File: src/rtl/sag_pkg.sv
package sag_pkg;

    typedef enum logic [1:0] {
        LVL_USR = 2'd0,
        LVL_KRN = 2'd1,
        LVL_HYP = 2'd2,
        LVL_MON = 2'd3
    } lvl_e;

    typedef enum logic [5:0] {
        V_ALLOW    = 6'b000001,
        V_UNDEF    = 6'b000010,
        V_TRAP_L2W = 6'b000100,
        V_TRAP_HYP = 6'b001000,
        V_TRAP_L3W = 6'b010000,
        V_TRAP_MON = 6'b100000
    } verdict_e;

    localparam int          SYN_W    = 6;
    localparam logic [5:0]  SYN_TRAP = 6'h03;

endpackage

File: src/rtl/sag_route.sv
module sag_route
    import sag_pkg::*;
#(
    parameter verdict_e WIDE_V   = V_TRAP_L2W,
    parameter verdict_e NARROW_V = V_TRAP_HYP
) (
    input  logic     fire,
    input  logic     is64,
    output logic     hit,
    output verdict_e verdict
);

    assign hit     = fire;
    assign verdict = is64 ? WIDE_V : NARROW_V;

endmodule

File: src/rtl/sag_prio.sv
module sag_prio
    import sag_pkg::*;
(
    input  logic     clk,
    input  logic     rst_n,
    input  lvl_e     lvl,
    input  logic     hyp_on,
    input  logic     hyp_is64,
    input  logic     mon_present,
    input  logic     mon_is64,
    input  logic     nonsecure,
    input  logic     in_mon_mode,
    input  logic     hyp_grp_trap,
    input  logic     hyp_trc_trap,
    input  logic     mon_trc_trap,
    output verdict_e verdict
);

    logic     grp_hit, htrc_hit, mtrc_hit;
    verdict_e grp_v, htrc_v, mtrc_v;
    logic     mon_exempt;

    sag_route #(.WIDE_V(V_TRAP_L2W), .NARROW_V(V_TRAP_HYP)) u_grp (
        .fire    (hyp_on & hyp_grp_trap),
        .is64    (hyp_is64),
        .hit     (grp_hit),
        .verdict (grp_v)
    );

    sag_route #(.WIDE_V(V_TRAP_L2W), .NARROW_V(V_TRAP_HYP)) u_htrc (
        .fire    (hyp_on & hyp_trc_trap),
        .is64    (hyp_is64),
        .hit     (htrc_hit),
        .verdict (htrc_v)
    );

    sag_route #(.WIDE_V(V_TRAP_L3W), .NARROW_V(V_TRAP_MON)) u_mtrc (
        .fire    (mon_present & mon_trc_trap),
        .is64    (mon_is64),
        .hit     (mtrc_hit),
        .verdict (mtrc_v)
    );

    // a 32-bit monitor trap is skipped at level 1 when already in monitor mode
    assign mon_exempt = (mtrc_v == V_TRAP_MON) && in_mon_mode;

    always_comb begin
        verdict = V_ALLOW;
        unique case (lvl)
            LVL_USR: verdict = V_UNDEF;
            LVL_KRN: begin
                if (grp_hit)                       verdict = grp_v;
                else if (!nonsecure)               verdict = V_UNDEF;
                else if (htrc_hit)                 verdict = htrc_v;
                else if (mtrc_hit && !mon_exempt)  verdict = mtrc_v;
                else                               verdict = V_ALLOW;
            end
            LVL_HYP: begin
                if (mtrc_hit) verdict = mtrc_v;
                else          verdict = V_ALLOW;
            end
            LVL_MON: begin
                if (!nonsecure) verdict = V_UNDEF;
                else            verdict = V_ALLOW;
            end
        endcase
    end

    assert_l0_undef_R1: assert property (@(posedge clk) disable iff (!rst_n)
        (lvl == LVL_USR) |-> (verdict == V_UNDEF));

    assert_onehot_R8: assert property (@(posedge clk) disable iff (!rst_n)
        $countones(verdict) == 1);

    assert_l2_quiet_R6: assert property (@(posedge clk) disable iff (!rst_n)
        (lvl == LVL_HYP && !(mon_present && mon_trc_trap)) |-> (verdict == V_ALLOW));

    assert_l3_ns_R7: assert property (@(posedge clk) disable iff (!rst_n)
        (lvl == LVL_MON && nonsecure) |-> (verdict == V_ALLOW));

    assert_l1_secure_R3: assert property (@(posedge clk) disable iff (!rst_n)
        (lvl == LVL_KRN && !nonsecure && !(hyp_on && hyp_grp_trap)) |-> (verdict == V_UNDEF));

endmodule

File: src/rtl/sag_hold.sv
module sag_hold #(
    parameter int              DATA_W  = 32,
    parameter logic [DATA_W-1:0] WR_MASK = 32'h0000_0063,
    parameter logic [DATA_W-1:0] RST_VAL = '0
) (
    input  logic              clk,
    input  logic              rst_n,
    input  logic              wr_en,
    input  logic [DATA_W-1:0] wdata,
    output logic [DATA_W-1:0] q
);

    localparam logic [DATA_W-1:0] RST_MASKED = RST_VAL & WR_MASK;

    always_ff @(posedge clk or negedge rst_n) begin
        if (!rst_n)     q <= RST_MASKED;
        else if (wr_en) q <= wdata & WR_MASK;
    end

    assert_hold_R10: assert property (@(posedge clk) disable iff (!rst_n)
        !wr_en |=> $stable(q));

    assert_load_R10: assert property (@(posedge clk) disable iff (!rst_n)
        wr_en |=> (q == ($past(wdata) & WR_MASK)));

    assert_reserved_R11: assert property (@(posedge clk) disable iff (!rst_n)
        (q & ~WR_MASK) == '0);

endmodule

File: src/rtl/sag_access_guard.sv
module sag_access_guard
    import sag_pkg::*;
#(
    parameter int                DATA_W  = 32,
    parameter logic [DATA_W-1:0] WR_MASK = 32'h0000_0063,
    parameter logic [DATA_W-1:0] RST_VAL = '0
) (
    input  logic              clk,
    input  logic              rst_n,
    input  logic              acc_req,
    input  logic              acc_write,
    input  logic [DATA_W-1:0] acc_wdata,
    input  logic [1:0]        cur_lvl,
    input  logic              hyp_on,
    input  logic              hyp_is64,
    input  logic              mon_present,
    input  logic              mon_is64,
    input  logic              nonsecure,
    input  logic              in_mon_mode,
    input  logic              hyp_grp_trap,
    input  logic              hyp_trc_trap,
    input  logic              mon_trc_trap,
    output logic [5:0]        verdict,
    output logic [SYN_W-1:0]  syndrome,
    output logic              reg_wr_en,
    output logic [DATA_W-1:0] reg_value
);

    verdict_e vd;

    sag_prio u_prio (
        .clk          (clk),
        .rst_n        (rst_n),
        .lvl          (lvl_e'(cur_lvl)),
        .hyp_on       (hyp_on),
        .hyp_is64     (hyp_is64),
        .mon_present  (mon_present),
        .mon_is64     (mon_is64),
        .nonsecure    (nonsecure),
        .in_mon_mode  (in_mon_mode),
        .hyp_grp_trap (hyp_grp_trap),
        .hyp_trc_trap (hyp_trc_trap),
        .mon_trc_trap (mon_trc_trap),
        .verdict      (vd)
    );

    always_comb begin
        unique case (vd)
            V_TRAP_L2W, V_TRAP_HYP, V_TRAP_L3W: syndrome = SYN_TRAP;
            default:                            syndrome = '0;
        endcase
    end

    assign verdict   = vd;
    assign reg_wr_en = acc_req & acc_write & (vd == V_ALLOW);

    sag_hold #(.DATA_W(DATA_W), .WR_MASK(WR_MASK), .RST_VAL(RST_VAL)) u_hold (
        .clk   (clk),
        .rst_n (rst_n),
        .wr_en (reg_wr_en),
        .wdata (acc_wdata),
        .q     (reg_value)
    );

    assert_syn_zero_R9: assert property (@(posedge clk) disable iff (!rst_n)
        (verdict[0] | verdict[1] | verdict[5]) |-> (syndrome == '0));

    assert_strobe_R10: assert property (@(posedge clk) disable iff (!rst_n)
        reg_wr_en |-> (acc_req && acc_write && verdict[0]));

endmodule

File: config.mk
export PLATFORM = sky130hd
export DESIGN_NAME = sag_access_guard
export DESIGN_NICKNAME = d
export VERILOG_FILES = /design/src/rtl/sag_pkg.sv /design/src/rtl/sag_route.sv /design/src/rtl/sag_prio.sv /design/src/rtl/sag_hold.sv /design/src/rtl/sag_access_guard.sv
export SDC_FILE = /design/constraint.sdc
export NUM_CORES = 1
export LEC_CHECK = 0
export BUFFER_PORTS_ARGS = -buffer_cell sky130_fd_sc_hd__buf_2
export CELL_PAD_IN_SITES_DETAIL_PLACEMENT = 1
export CELL_PAD_IN_SITES_GLOBAL_PLACEMENT = 2
export CORE_MARGIN = 3
export CORE_UTILIZATION = 11
export DETAILED_ROUTE_END_ITERATION = 12
export GPL_ROUTABILITY_DRIVEN = 0
export PLACE_DENSITY = 0.76
export SYNTH_ARGS = -nofsm -noshare
export SYNTH_HDL_FRONTEND = slang
export SYNTH_SLANG_ARGS = --single-unit
File: constraint.sdc
create_clock -name clk -period 1.24 [get_ports clk]
set_input_delay 0.124 -clock clk [delete_from_list [all_inputs] [get_ports clk]]
set_output_delay 0.124 -clock clk [all_outputs]
set_load 0.005 [all_outputs]
==> results.txt <==
Run status = completed
Number of global-route vias before repair = 486
DIE AREA = 6037 µm²
Vias = 538
DR WL/cell = 9.361 µm
DIE WIDTH = 77.70 µm
Synth warn = 0
Required time worst endpoint = 1120 ps
Seq cells post-synth = 4
Std cell rows = 25
Cells after synthesis = 65
Hold Path Depth = 2
Max Buffers Root-to-Sink = 2
Post-route antenna net violation count = 0
Worst hold path class = in2reg
Hold WS = 150.3 ps
TritonCTS clock tree = done
Reg2reg end = u_hold.q[5]$_DFFE_PN0P_
Flip-flop and latch area = 100.1 µm²
Seq/Total Area, Yosys = 0.1770
Top reg by flops = u_hold.q
Clock root cell = clkbuf_8
First-pass GRT wire length = 2235 µm
Max Cap Viol = 0
Crit Path Class = in2out
Worst-Skew Late Latency = 210 ps
Fin cells = 180
Unique masters post-synth = 22
WL final = 1685 µm
Layout Skew = 0 ps
Layout overhead on the synthesized area = 66.15%
Regs by FF count = u_hold.q x4
RSZ-0062 raised after global routing = yes
Syn Area/Cell = 8.701 µm²
Slew Viols, Final = 0
Clock sink total = 4
Pin count of the biggest net entering global routing = 7
Drt drc = 0
# setup viols final = 0
First-pass iteration count of the detailed router = 2
IO Port Bufs = 31
Maximum clock frequency = 828.7 MHz
Starting density of the core = 0.1166
TritonCTS Buffers = 3
Worst reg2reg startpoint = u_hold.q[5]$_DFFE_PN0P_
Hold Crit Start = acc_wdata[0]
Final Cycle Share = 0.9732
Core Area = 4848 µm²
Tot GR Track Use = 0.04816
Worst Hold End = u_hold.q[0]$_DFFE_PN0P_
Top Ports = 92
Leak Pwr = 0.0004712 µW
Commonest non-fill, non-tap cell in the layout = conb_1
Fill cell count = 602
Grt ovf = 0
Initial DRC count = 1
Power density cells = 798.2 nW/µm²
Worst-path clk slew = 30 ps
Max reg flops = 4
Peak supply drop = 0.2297 mV
Total power = 750.1 µW
Area of the mapped netlist = 565.5 µm²
Reg2Reg Setup Slack = 470 ps
Final Hold Fails = 0
Finished Core Util = 0.1938
Final setup TNS = 0 ps
Reg2reg path depth = 1
CP Capture Type = output port
Die Ht = 77.70 µm
Most frequent cells in the layout = conb_1, buf_2, buf_4
Post-placement cell count = 174
Layout cell share with drive strength beyond 1 = 0.5752
Fin crit period = 1207 ps
Antenna violations before repair = 0
Final net count = 162
HPWL after detailed placement = 1425 µm
Multi-input logic area = 400.4 µm²
Total inserted antenna cells = 0
# H-tree levels = 1
Crit path arrival time = 1080 ps
Vias/cell = 2.989
Setup crit start kind = input pin
Critical path fanouts, max = 3
synthesized netlist by cell type (all sizes together):
library cell	count	area, µm²
buf	33	247.7
dfrtp	4	100.1
mux2	4	45.04
a21oi	3	26.28
and2b	3	25.03
nor3	3	15.01
nand2	2	7.510
nor3b	2	15.01
o21ai	2	13.76
a311oi	1	8.760
a31oi	1	6.260
a41oi	1	8.760
and2	1	6.260
conb	1	3.750
nand3b	1	7.510
nor2b	1	6.260
o2111ai	1	15.01
o211ai	1	7.510
timing repair:
| item | CTS | global route |
|---|---|---|
| setup endpoints to repair | 3 | 8 |
| hold buffers | 1 | 0 |
| hold endpoints to repair | 4 | 0 |
| pin swaps | 3 | 3 |
| resized for setup | 8 | 10 |
| buffers inserted | 1 | 1 |
cell families (layout without fill, tap and decap cells):
| family | count (synthesis) | count (layout) | synth area share |
|---|---|---|---|
| and+or+nand+nor | 13 | 13 | 0.1460 |
| muxes | 4 | 4 | 0.07964 |
| DFF | 4 | 4 | 0.1770 |
| other | 1 | 32 | 0.006631 |
| buffers and inverters | 33 | 50 | 0.4381 |
| AOI/OAI and AO/OA | 10 | 10 | 0.1527 |
critical path, stage by stage:
cell	delay, ps
buf_8	100
buf_6	100
and2b_2	210
a41oi_2	180
nor3_2	70
nor3_2	160
buf_2	140
metal layers:
layer,vias to the layer above,wire length (µm),track usage
li1,254,-,-
met1,248,541,0.04476
met2,34,909,0.08647
met3,2,203,0.01508
met4,0,30,0.03737
met5,-,0,0
power by group:
| part | internal [µW] | switching (µW) |
|---|---|---|
| Clock | 206 | 60.9 |
| Combinational | 167 | 129 |
| Sequential | 167 | 19.9 |
worst max path at each step:
stage                     slack, ps  depth (start not counted)  startpoint                      end
final                            30                          7  cur_lvl[1]              syndrome[0]
after global routing            -50                          7  cur_lvl[1]              syndrome[0]
after CTS                         2                          6  cur_lvl[0]              syndrome[1]
after detailed placement       -120                          5  cur_lvl[1]  u_hold.q[5]$_DFFE_PN0P_
after global placement          -90                          5   nonsecure  u_hold.q[6]$_DFFE_PN0P_
after floorplan                  50                          5  cur_lvl[1]              syndrome[1]
final cells by class:
class | count | share of cell area
multi-input cells | 59 | 0.4261
repair buffers | 47 | 0.3342
flip-flops and latches | 4 | 0.1065
well taps | 67 | 0.08921
clock buffers | 3 | 0.04394
through the flow:
step	setup WS, ps	area [µm²]
after floorplan	52.13	681.9
after global placement	-94.89	770.7
after CTS	1.587	885.9
after global routing	-45.16	939.7
final	33.28	939.7
after detailed placement	-122.8	770.7
Note: power is estimated with default switching activity, not from simulation.
